==> src/rtl/tmr_pkg.sv <==
// Shared types for the timer/event counter.
// Assumes an 8-bit control byte whose field positions are fixed by software.
package tmr_pkg;

    localparam int TMR_PS_SEL_W = 3;

    typedef enum logic [1:0] {
        MODE_IDLE  = 2'b00,
        MODE_EVENT = 2'b01,
        MODE_TIMER = 2'b10,
        MODE_PULSE = 2'b11
    } tmr_mode_e;

    typedef struct packed {
        tmr_mode_e                 mode;
        logic                      act_low;
        logic                      run;
        logic                      irq_en;
        logic [TMR_PS_SEL_W-1:0]   ps_sel;
    } tmr_ctrl_t;

endpackage

==> src/rtl/tmr_prescale.sv <==
// Free-running prescaler: tick is high one cycle in every 2^sel cycles.
// Assumes sel is at most SEL_W bits wide; the counter width follows from it.
module tmr_prescale #(
    parameter int SEL_W = 3
) (
    input  logic             clk,
    input  logic             rst_n,
    input  logic [SEL_W-1:0] sel,
    output logic             tick
);
    localparam int CNT_W = (1 << SEL_W) - 1;

    logic [CNT_W-1:0] div_cnt;
    logic [CNT_W:0]   one_hot;
    logic [CNT_W-1:0] mask;

    // Divider counter, reset to zero, wraps freely.
    always_ff @(posedge clk) begin
        if (!rst_n) div_cnt <= '0;
        else        div_cnt <= div_cnt + 1'b1;
    end

    // Low sel bits of the counter all ones marks the tick.
    always_comb begin
        one_hot = (CNT_W+1)'(1) << sel;
        mask    = one_hot[CNT_W-1:0] - 1'b1;
        if (one_hot[CNT_W]) mask = '1;
        tick    = ((div_cnt & mask) == mask);
    end
endmodule

==> src/rtl/tmr_edge_sync.sv <==
// Synchronizes the external input and reports its active level and its
// entry to / exit from that level. Polarity is applied after the flops.
// Assumes STAGES >= 1.
module tmr_edge_sync #(
    parameter int STAGES = 2
) (
    input  logic clk,
    input  logic rst_n,
    input  logic din,
    input  logic invert,
    output logic level,
    output logic lead,
    output logic trail
);
    logic [STAGES:0] chain;
    logic            prev_level;

    // Shift the raw input through the synchronizer and one history flop.
    always_ff @(posedge clk) begin
        if (!rst_n) chain <= '0;
        else        chain <= {chain[STAGES-1:0], din};
    end

    // Level and transitions in the active sense.
    always_comb begin
        level      = chain[STAGES-1] ^ invert;
        prev_level = chain[STAGES] ^ invert;
        lead       = level & ~prev_level;
        trail      = ~level & prev_level;
    end
endmodule

==> src/rtl/tmr_count_core.sv <==
// Counter and reload register. A load while stopped goes to both; while
// running it goes only to the reload register. A step at all ones reloads,
// using a reload value written in that same cycle.
// Assumes step is only asserted while running.
module tmr_count_core #(
    parameter int W = 8
) (
    input  logic         clk,
    input  logic         rst_n,
    input  logic         step,
    input  logic         load,
    input  logic         running,
    input  logic [W-1:0] load_val,
    output logic [W-1:0] cnt,
    output logic         ovf
);
    logic [W-1:0] reload_q;
    logic [W-1:0] reload_nx;

    // Reload value seen by this cycle's overflow.
    always_comb begin
        reload_nx = load ? load_val : reload_q;
        ovf       = step && (&cnt);
    end

    // Reload register update.
    always_ff @(posedge clk) begin
        if (!rst_n) reload_q <= '0;
        else        reload_q <= reload_nx;
    end

    // Counter: direct load when stopped, else step or reload.
    always_ff @(posedge clk) begin
        if (!rst_n)                cnt <= '0;
        else if (load && !running) cnt <= load_val;
        else if (ovf)              cnt <= reload_nx;
        else if (step)             cnt <= cnt + 1'b1;
    end
endmodule

==> src/rtl/tmr_evt_unit.sv <==
// Timer/event counter top: control byte, step selection by mode, read hold,
// pulse-width auto stop and registered overflow outputs.
// Assumes W >= 8 so the control byte fits the read path.
module tmr_evt_unit
    import tmr_pkg::*;
#(
    parameter int W           = 8,
    parameter int SYNC_STAGES = 2
) (
    input  logic         clk,
    input  logic         rst_n,
    input  logic         wr_en,
    input  logic         wr_sel,
    input  logic [W-1:0] wr_data,
    input  logic         rd_en,
    input  logic         rd_sel,
    output logic [W-1:0] rd_data,
    input  logic         evt_in,
    output logic         irq,
    output logic         wake,
    output logic         pfd_out
);
    tmr_ctrl_t    ctrl_q;
    logic         ps_tick;
    logic         in_level, in_lead, in_trail;
    logic         hold, step, pw_done, ovf;
    logic         cnt_load;
    logic [W-1:0] cnt_val;

    tmr_prescale #(.SEL_W(TMR_PS_SEL_W)) u_ps (
        .clk(clk), .rst_n(rst_n), .sel(ctrl_q.ps_sel), .tick(ps_tick)
    );

    tmr_edge_sync #(.STAGES(SYNC_STAGES)) u_sync (
        .clk(clk), .rst_n(rst_n), .din(evt_in), .invert(ctrl_q.act_low),
        .level(in_level), .lead(in_lead), .trail(in_trail)
    );

    tmr_count_core #(.W(W)) u_core (
        .clk(clk), .rst_n(rst_n), .step(step), .load(cnt_load),
        .running(ctrl_q.run), .load_val(wr_data), .cnt(cnt_val), .ovf(ovf)
    );

    // Step source per mode, gated by run and by a counter read.
    always_comb begin
        hold     = rd_en && !rd_sel;
        cnt_load = wr_en && !wr_sel;
        step     = 1'b0;
        unique case (ctrl_q.mode)
            MODE_EVENT: step = in_lead;
            MODE_TIMER: step = ps_tick;
            MODE_PULSE: step = ps_tick && in_level;
            default:    step = 1'b0;
        endcase
        step    = step && ctrl_q.run && !hold;
        pw_done = ctrl_q.run && (ctrl_q.mode == MODE_PULSE) && in_trail;
    end

    // Control byte: software write wins over the pulse-width auto stop.
    always_ff @(posedge clk) begin
        if (!rst_n)               ctrl_q     <= '0;
        else if (wr_en && wr_sel) ctrl_q     <= tmr_ctrl_t'(wr_data[7:0]);
        else if (pw_done)         ctrl_q.run <= 1'b0;
    end

    // Registered overflow consequences.
    always_ff @(posedge clk) begin
        if (!rst_n) begin
            irq     <= 1'b0;
            wake    <= 1'b0;
            pfd_out <= 1'b0;
        end else begin
            irq     <= ovf && ctrl_q.irq_en;
            wake    <= ovf;
            pfd_out <= pfd_out ^ ovf;
        end
    end

    // Read mux.
    always_comb begin
        rd_data = rd_sel ? W'(ctrl_q) : cnt_val;
    end
endmodule

==> config.mk <==
export PLATFORM = sky130hd
export DESIGN_NAME = tmr_evt_unit
export DESIGN_NICKNAME = d
export VERILOG_FILES = /design/src/rtl/tmr_pkg.sv /design/src/rtl/tmr_prescale.sv /design/src/rtl/tmr_edge_sync.sv /design/src/rtl/tmr_count_core.sv /design/src/rtl/tmr_evt_unit.sv
export SDC_FILE = /design/constraint.sdc
export NUM_CORES = 1
export LEC_CHECK = 0
export BUFFER_PORTS_ARGS = -buffer_cell sky130_fd_sc_hd__buf_4
export CAP_MARGIN = 5
export CORE_ASPECT_RATIO = 1.25
export CORE_UTILIZATION = 50
export DETAILED_ROUTE_END_ITERATION = 7
export PLACE_DENSITY = 0.75
export SLEW_MARGIN = 30
export SYNTH_ARGS = -nofsm -noshare
export SYNTH_HDL_FRONTEND = slang
export SYNTH_SLANG_ARGS = --single-unit
==> constraint.sdc <==
create_clock -name clk -period 1.8 [get_ports clk]
set_input_delay 0.09 -clock clk [delete_from_list [all_inputs] [get_ports clk]]
set_output_delay 0.09 -clock clk [all_outputs]
set_load 0.005 [all_outputs]
==> results of run 1 <==
[power by group]
group | internal, W | total (W) | switching, W | leakage, nW
Combinational | 0.000112 | 0.000219 | 0.000107 | 0.576
Clock | 0.000268 | 0.000570 | 0.000302 | 0.0450
Sequential | 0.000853 | 0.000880 | 0.0000269 | 0.303
Total | 0.00123 | 0.00167 | 0.000435 | 0.924
[state kept, by name, summed over array words and instances, names as in the netlist]
| name | cells |
|---|---|
| ctrl_q | 8 |
| u_core.cnt | 8 |
| u_core.reload_q | 8 |
| u_ps.div_cnt | 7 |
| u_sync.chain | 3 |
| irq | 1 |
| pfd_out | 1 |
| wake | 1 |
[worst max-delay path, cell delays in order, from the launching register on]
cell and delay, ns:
dfxtp_2 0.40, xnor2_2 0.13, a21oi_1 0.10, a211oi_2 0.18
o211ai_2 0.13, buf_4 0.19, or3_1 0.35, a21boi_1 0.14
[cell usage after synthesis (all sizes together), types with 4 or more instances]
master    n
a2bb2oi   4
nand4     4
nor2     19
clkbuf    7
nand3    26
a21boi   14
nor2b     9
o21ai     9
buf       4
mux2i     8
inv       6
dfxtp    37
and2     10
a21oi     6
nand2    18
mux2      6
xnor2     8
[metal layers]
metal  global-route usage  vias to the layer above  wire length [um]
met3              0.06296                        8               162
met5                    0                        -                 0
met4               0.1138                        0                91
li1                     -                      825                 -
met2               0.4144                       30              2193
met1               0.2749                      759              1869
[per-stage QoR]
step / total power (W) / hold slack (ns) / utilization / setup slack (ns) / instances
after global routing: 0.001738 / 0.02053 / 0.6449 / -0.009469 / 294
after floorplan: 0.001017 / 0.2173 / - / 0.07288 / 217
final: 0.001669 / 0.008060 / 0.6449 / 0.1176 / 294
after global placement: 0.001110 / 0.3084 / 0.6165 / 0.1493 / 286
after detailed placement: 0.001115 / 0.3091 / 0.6165 / 0.04362 / 286
after CTS: 0.001686 / 0.001338 / 0.6400 / 0.03683 / 294
[cell families after synthesis]
logic type	after synthesis	share of synthesized area
compound gates	42	0.1615
flops	37	0.4000
mux	14	0.07973
buf+inv	17	0.04189
fa+ha+maj	2	0.01351
simple gates	94	0.2513
xor+xnor	11	0.05203
[what timing repair did]
action                     4_1_cts  5_1_grt
gates resized for setup          0        5
hold endpoints to repair         0        0
setup endpoints to repair        0        2
[area by class of cell]
cell class	count	area [um2]	share of cell area
repair buffers	41	320.3	0.1414
well taps	39	48.80	0.02154
clock buffers	6	72.57	0.03203
inverters	6	22.52	0.009939
clock inverters	2	10.01	0.004417
multi-input cells	163	1047	0.4622
flip-flops and latches	37	744.5	0.3285
[cells in the final DEF, fill, tap and decap left out, types with 2 or more instances in the layout]
cell / count
buf_4: 40
dfxtp_1: 34
nand3_1: 26
nor2_1: 19
nand2_1: 18
a21boi_0: 13
and2_1: 10
o21ai_0: 9
nor2b_1: 9
mux2i_1: 8
xnor2_1: 7
mux2_2: 6
inv_1: 6
a21oi_1: 6
clkbuf_8: 5
nand4_1: 4
a2bb2oi_1: 4
xor2_1: 3
dfxtp_2: 3
or2_2: 2
nand3b_1: 2
and3_1: 2
o211ai_1: 2
ha_1: 2
clkinv_2: 2
[final timing paths]
| check | start | to |
|---|---|---|
| min | evt_in | u_sync.chain[0] |
| min reg2reg | u_sync.chain[0] | u_sync.chain[1] |
| max reg2reg | ctrl_q[5] | pfd_out |
| max | ctrl_q[5] | pfd_out |
==> reports/metrics.cfg, run 1 <==
[outcome]
outcome=finished, final reports clean

[logic_synthesis]
synthesis.instances=217
ys_types=35
synth_warnings=0
dominantRegCellSynth=dfxtp_1
yosysTopAreaCell=dfxtp_1
synth-edff-count=0
syn_area_per_cell_um2=8.534
synth_area_um2=1852
ys_seq_elements=37
seq_area_frac_synth=0.4000
ys_top_cells_by_area=dfxtp_1 40%, nand3_1 7.0%, a21boi_0 5.3%, mux2i_1 4.3%, nor2_1 3.9%
synth_nets=234
synth_top_area_frac=0.4000
synth-async-reset-ratio=0

[worst_hold_path]
hold_depth=2
hold_class=in -> reg

[detailed_routing]
wl_um=4317
wl_per_cell_um=14.68
via_per_inst=5.517
drtIter0Drc=38
vias=1622
ant_nets=0
drc=0
drt_first_pass_iters=4

[timing]
slew_headroom=0.7719
tightest_slew_ns=0.3422
post-route-period-util=0.9347
setup_viol=0
clock.fmax_ghz=0.5944
slew_viol_final=0
tns_ns=0
hold_viol=0
min_period_ns=1.682
clock_skew_ns=0.003371

[cells_and_area]
diodes=0
fillCellCount=321
nNetsFinal=271
drive_gt1_frac=0.2471
design_area_um2=2266
syn_to_final_growth_pct=22.36

[clock_network]
clock-sinks=37
clkSlewWorstSetupHoldPaths_ns=0.07
cts_setup_buffers=0
clock_path_buffers=2
numCtsBuffers=5
cts-root-buf=clkbuf_8
cts.htree.levels=2
cts_hold_buffers=0
clk_latency_ns=0.29
cts_tree=done

[setup_path]
critical_path.max_fanout=10
worst_r2r_path_depth=7
critical_path_arrival_ns=1.91
worstPathRequired_ns=2.03
worstSetupPathType=reg -> reg
endpoint_kind=flop
worst_setup_path_start_kind=flop
rrSetupSlack_ns=0.12

[die]
io_pins=26
dieArea_um2=3952
num_rows=24
die_h_um=70.04
die_w_um=56.43
start_util=0.5271
core-area_um2=3513

[power]
power.leakage_nw=0.9240
pwr_density_cell_nw_per_um2=736.6
peakVddDrop_uv=606.5

[run]
cap_violations=0

[placed_design]
place_congestion=0.8718
port_buffers=25
post-dp-hpwl_um=3101
place_area_um2=2166

[global_routing]
grt_pass1_vias=1630
gr-total-overflow=0
grt_pass1_wl_um=7314
antenna_found_initial=0
grtUsageTotal=0.2416
grt_max_degree=41

No activity file was read; power rests on OpenSTA's default activity.
==> run 2, diff against run 1 <==
Settings changed: RECOVER_POWER set to 100.
==> run 2 against run 1 <==
Net effect: core utilization shrank 1.1 points; maximum frequency about the same; combinational power fell by 4%; flip-flop and latch count unchanged; critical endpoint unchanged; cell area fell by 1.7%; largest power group unchanged; clock power hardly changed; clock-buffer cell count unchanged; sequential power about the same; first-iteration DRC count grew 47%; clock skew barely moved; total power down 0.41%.
==> reports/metrics.cfg, run 2 (synthesis gave the netlist of run 1 again) <==
[outcome]
outcome=finished, final reports clean  ; unchanged

[clock_network]
numCtsBuffers=5  ; unchanged
cts.htree.levels=2  ; unchanged
clock-sinks=37  ; unchanged
cts_tree=done  ; unchanged
cts-root-buf=clkbuf_8  ; unchanged
clk_latency_ns=0.29  ; about the same
clock_path_buffers=2  ; unchanged
clkSlewWorstSetupHoldPaths_ns=0.07  ; about the same
cts_setup_buffers=0  ; unchanged

[run]
cap_violations=0  ; unchanged

[timing]
tightest_slew_ns=1.449  ; was 0.3422 ns
post-route-period-util=0.9350  ; was 0.9347
hold_viol=0  ; unchanged
slew_headroom=0.03389  ; was 0.7719
setup_viol=0  ; unchanged
worst_slack_ns=0.1171  ; was 0.1176 ns
slew_viol_final=0  ; unchanged
clock.fmax_ghz=0.5942  ; was 0.5944 GHz
min_period_ns=1.683  ; was 1.682 ns
clock_skew_ns=0.003493  ; was 0.003371 ns

[global_routing]
grtUsageTotal=0.2416  ; unchanged
antenna_found_initial=0  ; unchanged
grt_pass1_vias=1630  ; unchanged
gr-total-overflow=0  ; unchanged
grt_max_degree=41  ; unchanged
grt_pass1_wl_um=7314  ; unchanged

[setup_path]
endpoint_kind=flop  ; unchanged
critical_path.max_fanout=10  ; unchanged
worstPathRequired_ns=2.03  ; about the same
critical_path_arrival_ns=1.91  ; about the same
worstSetupPathType=reg -> reg  ; unchanged
worst_setup_path_start_kind=flop  ; unchanged

[die]
num_rows=24  ; unchanged
dieArea_um2=3952  ; unchanged
die_w_um=56.43  ; unchanged
core-area_um2=3513  ; unchanged
io_pins=26  ; unchanged
start_util=0.5271  ; unchanged
die_h_um=70.04  ; unchanged

[cells_and_area]
drive_gt1_frac=0.2078  ; was 0.2471
diodes=0  ; unchanged
nNetsFinal=271  ; unchanged
design_area_um2=2228  ; was 2266 um2
syn_to_final_growth_pct=20.34  ; was 22.36%
reg.largest.list=ctrl_q (8), u_core.cnt (8), u_core.reload_q (8)  ; unchanged
instances_no_fill=294  ; unchanged
layout_commonest_cell=dfxtp_1  ; was buf_4
final_cell_mix=34 x dfxtp_1, 26 x nand3_1, 25 x buf_4  ; was 40 x buf_4, 34 x dfxtp_1, 26 x nand3_1
fillCellCount=327  ; was 321

[detailed_routing]
drc=0  ; unchanged
drtIter0Drc=56  ; was 38
wl_um=4357  ; was 4317 um
via_per_inst=5.565  ; was 5.517
vias=1636  ; was 1622
ant_nets=0  ; unchanged
wl_per_cell_um=14.82  ; was 14.68 um
drt_first_pass_iters=4  ; unchanged

[worst_hold_path]
hold_class=in -> reg  ; unchanged

[placed_design]
dp_cells=286  ; unchanged
post-dp-hpwl_um=3101  ; unchanged
place_area_um2=2166  ; unchanged
pre_cts_slack_ns=0.04362  ; unchanged
place_congestion=0.8718  ; unchanged
port_buffers=25  ; unchanged

[power]
power.leakage_nw=0.8786  ; was 0.9240 nW
peakVddDrop_uv=603.3  ; was 606.5 uV
pwr_density_cell_nw_per_um2=746.0  ; was 736.6 nW/um2

run 2: path summary, 6_finish.rpt:
| kind | cells past startpoint | slack (ns) | start | to |
|---|---|---|---|---|
| setup / recovery | 7 | 0.12 | u_sync.chain[2] | pfd_out |
| hold / removal | 2 | 0.007 | evt_in | u_sync.chain[0] |
| hold reg to reg | 1 | 0.44 | u_sync.chain[0] | u_sync.chain[1] |
| setup reg to reg | 7 | 0.12 | u_sync.chain[2] | pfd_out |
run 2: final cells by class:
class / instances / area (um2) / area share
multi-input cells: 163 / 1047 / 0.4700
well taps: 39 / 48.80 / 0.02190
clock buffers: 6 / 72.57 / 0.03257
clock inverters: 2 / 10.01 / 0.004492
inverters: 6 / 22.52 / 0.01011
repair buffers: 41 / 282.8 / 0.1269
flip-flops and latches: 37 / 744.5 / 0.3341
run 2: repair_timing:
item / CTS / global route
resized for setup: 0 / 5
hold buffers: 0 / 0
setup endpoints to repair: 0 / 2
run 2: where the power goes:
group          internal [W]  total [W]  switching (W)  leakage (nW)
Sequential         0.000853   0.000880      0.0000271         0.303
Clock              0.000268   0.000571       0.000303        0.0450
Combinational      0.000104   0.000211       0.000107         0.530
run 2: critical path, cell delays in order, from the launching register on:
cell      delay, ns
dfxtp_1        0.40
xnor2_2        0.13
a21oi_1        0.10
a211oi_2       0.18
o211ai_2       0.13
buf_4          0.19
or3_1          0.35
a21boi_1       0.14
run 2: metrics by stage:
step                      power, W  utilization  TNS [ns]  hold slack [ns]
after floorplan           0.001017            -         0           0.2173
after global placement    0.001110       0.6165         0           0.3084
after detailed placement  0.001115       0.6165         0           0.3091
after CTS                 0.001686       0.6400         0         0.001338
after global routing      0.001729       0.6343  -0.01117          0.02053
final                     0.001662       0.6343         0         0.006989
run 2: per-layer routing:
| layer | vias to the layer above | track usage | part of all wire |
|---|---|---|---|
| met5 | - | 0 | 0 |
| met4 | 0 | 0.1138 | 0.023 |
| met3 | 7 | 0.06296 | 0.043 |
| met2 | 36 | 0.4144 | 0.50 |
| met1 | 764 | 0.2749 | 0.43 |
| li1 | 829 | - | - |
==> run 3, diff against run 2 <==
Settings changed: ABC_AREA set to 1.
==> run 3 against run 2 <==
Net effect: the run now ends with design-rule violations left; flip-flop and latch count is the same; first-iteration DRC count grew 59%; hold slack gained 0.071 ns; clock power grew 15%; critical path type unchanged; largest power group unchanged.
==> reports/metrics.cfg, run 3 <==
[outcome]
outcome=complete, but fails checks  ; was finished, final reports clean
failed_checks=design-rule violations

[global_routing]
antenna_found_initial=0  ; unchanged
grt_max_degree=17  ; was 41
grt_pass1_wl_um=7659  ; was 7314 um
gr-total-overflow=0  ; unchanged
grtUsageTotal=0.2472  ; was 0.2416
grt_pass1_vias=1726  ; was 1630

[clock_network]
cts.htree.levels=2  ; unchanged
clk_latency_ns=0.30  ; was 0.29 ns
cts_setup_buffers=0  ; unchanged
clkSlewWorstSetupHoldPaths_ns=0.08  ; was 0.07 ns
cts_resized=0  ; unchanged
cts_tree=done  ; unchanged
cts-root-buf=clkbuf_8  ; unchanged
clock-sinks=37  ; unchanged
numCtsBuffers=5  ; unchanged
clock_path_buffers=2  ; unchanged
cts_hold_buffers=1  ; was 0

[logic_synthesis]
dominantRegCellSynth=dfxtp_1  ; unchanged
syn_area_per_cell_um2=7.316  ; was 8.534 um2
seq_area_frac_synth=0.3864  ; was 0.4000
ys_seq_elements=37  ; unchanged
synth_top_area_frac=0.3864  ; was 0.4000
synth-async-reset-ratio=0  ; unchanged
synth_area_um2=1917  ; was 1852 um2
ys_types=36  ; was 35
synth_warnings=0  ; unchanged
synthesis.instances=262  ; was 217
synth_nets=279  ; was 234
yosysMostFrequentCell=nand2_1  ; was dfxtp_1
synth-edff-count=0  ; unchanged
yosysTopAreaCell=dfxtp_1  ; unchanged
synthTopCellsByCount=59 x nand2_1, 37 x dfxtp_1, 30 x inv_1  ; was 37 x dfxtp_1, 26 x nand3_1, 19 x nor2_1
ys_top_cells_by_area=dfxtp_1 39%, nand2_1 12%, inv_1 5.9%, a21oi_2 5.0%, o21ai_0 5.0%  ; was dfxtp_1 40%, nand3_1 7.0%, a21boi_0 5.3%, mux2i_1 4.3%, nor2_1 3.9%

[setup_path]
worstPathRequired_ns=1.99  ; was 2.03 ns
endpoint_kind=flop  ; unchanged
worst_r2r_path_depth=9  ; was 7
critical_path.max_fanout=6  ; was 10
critical_path_arrival_ns=1.83  ; was 1.91 ns
worstSetupPathType=reg -> reg  ; unchanged
worst_setup_path_start_kind=flop  ; unchanged

[die]
start_util=0.5364  ; was 0.5271
num_rows=24  ; unchanged
die_w_um=57.38  ; was 56.43 um
dieArea_um2=4087  ; was 3952 um2
die_h_um=71.23  ; was 70.04 um
io_pins=26  ; unchanged
core-area_um2=3573  ; was 3513 um2

[worst_hold_path]
hold_depth=3  ; was 2
hold_class=in -> reg  ; unchanged

[detailed_routing]
wl_um=4452  ; was 4357 um
drtIter0Drc=89  ; was 56
drt_first_pass_iters=6  ; was 4
via_per_inst=5.255  ; was 5.565
ant_nets=0  ; unchanged
drc=3  ; was 0
vias=1750  ; was 1636
wl_per_cell_um=13.37  ; was 14.82 um

[timing]
tns_ns=0  ; unchanged
min_period_ns=1.647  ; was 1.683 ns
hold_viol=0  ; unchanged
post-route-period-util=0.9147  ; was 0.9350
setup_viol=0  ; unchanged
tightest_slew_ns=0.4456  ; was 1.449 ns
clock_skew_ns=0.006962  ; was 0.003493 ns
clock.fmax_ghz=0.6073  ; was 0.5942 GHz
slew_headroom=0.7029  ; was 0.03389
rsz0062_at_grt=false
slew_viol_final=0  ; unchanged

[power]
total_power_w=0.001798  ; was 0.001662 W
peakVddDrop_uv=421.0  ; was 603.3 uV
power.leakage_nw=0.9834  ; was 0.8786 nW
pwr_density_cell_nw_per_um2=801.7  ; was 746.0 nW/um2

[run]
cap_violations=0  ; unchanged

[cells_and_area]
drive_gt1_frac=0.2075  ; was 0.2078
syn_to_final_growth_pct=16.97  ; was 20.34%
reg.largest.list=ctrl_q (8), u_core.cnt (8), u_core.reload_q (8)  ; unchanged
final_cell_mix=59 x nand2_1, 37 x dfxtp_1, 31 x inv_1  ; was 34 x dfxtp_1, 26 x nand3_1, 25 x buf_4
layout_commonest_cell=nand2_1  ; was dfxtp_1
nNetsFinal=310  ; was 271
diodes=0  ; unchanged

[placed_design]
post-dp-hpwl_um=3182  ; was 3101 um
place_congestion=0.8458  ; was 0.8718
port_buffers=25  ; unchanged

run 3: changes by cell type in the layout (fill, tap and decap cells not counted), sizes merged, moves of 12 or more:
cell    delta
a21boi    -13
a21oi     +20
o21ai     +12
nand2     +44
inv       +28
run 3: cell type report:
type,instances,area (um2)
fillers,351,1331
multi-input cells,180,987.2
flip-flops and latches,37,740.7
repair buffers,31,217.7
inverters,38,146.4
clock buffers,7,96.34
well taps,39,48.80
clock inverters,1,5.005
run 3: metrics by stage:
stage               area (um2)  std cells  setup WS, ns  utilization  hold slack, ns
detailed placement        2148        324        0.1949       0.6012          0.2768
floorplan                 1917        262        0.3013            -          0.1876
CTS                       2260        333        0.1610       0.6324         0.05327
finish                    2242        333        0.1535       0.6275         0.07780
global placement          2148        324        0.2442       0.6012          0.2774
global route              2242        333      0.009702       0.6275         0.09544
run 3: kinds of logic after synthesis:
kind of cell | Yosys count | synth area share
AND/OR/NAND/NOR | 112 | 0.2578
AO/OA/AOI/OAI | 53 | 0.1808
buffers and inverters | 45 | 0.09856
flip-flops | 37 | 0.3864
XOR/XNOR | 7 | 0.03198
multiplexers | 6 | 0.03133
adder cells (fa/ha/maj) | 2 | 0.01305
run 3: worst max-delay path, cell delays in order (launching register included):
cell      delay [ns]
dfxtp_1         0.40
ha_1            0.24
nand3_2         0.11
nor2_4          0.13
nand3_2         0.10
clkinv_2        0.07
buf_2           0.21
nand4_1         0.11
nand2_1         0.11
a21oi_2         0.06
run 3: power breakdown:
part	internal, W	total (W)	switching [W]
registers	0.000858	0.000890	0.0000326
clock network	0.000346	0.000657	0.000310
logic	0.000104	0.000251	0.000147
run 3: worst paths after layout:
check	start	end	slack (ns)
worst min register to register	u_sync.chain[0]	u_sync.chain[1]	0.42
worst max-delay path	u_core.cnt[0]	u_core.cnt[7]	0.15
worst min-delay path	wr_data[2]	ctrl_q[2]	0.08
worst max register to register	u_core.cnt[0]	u_core.cnt[7]	0.15
run 3: layer usage:
layer / vias to the layer above / GRT usage / routed length, um
li1: 903 / - / -
met1: 808 / 0.2913 / 1994
met2: 28 / 0.4225 / 2196
met3: 11 / 0.04874 / 140
met4: 0 / 0.1247 / 121
met5: - / 0 / 0
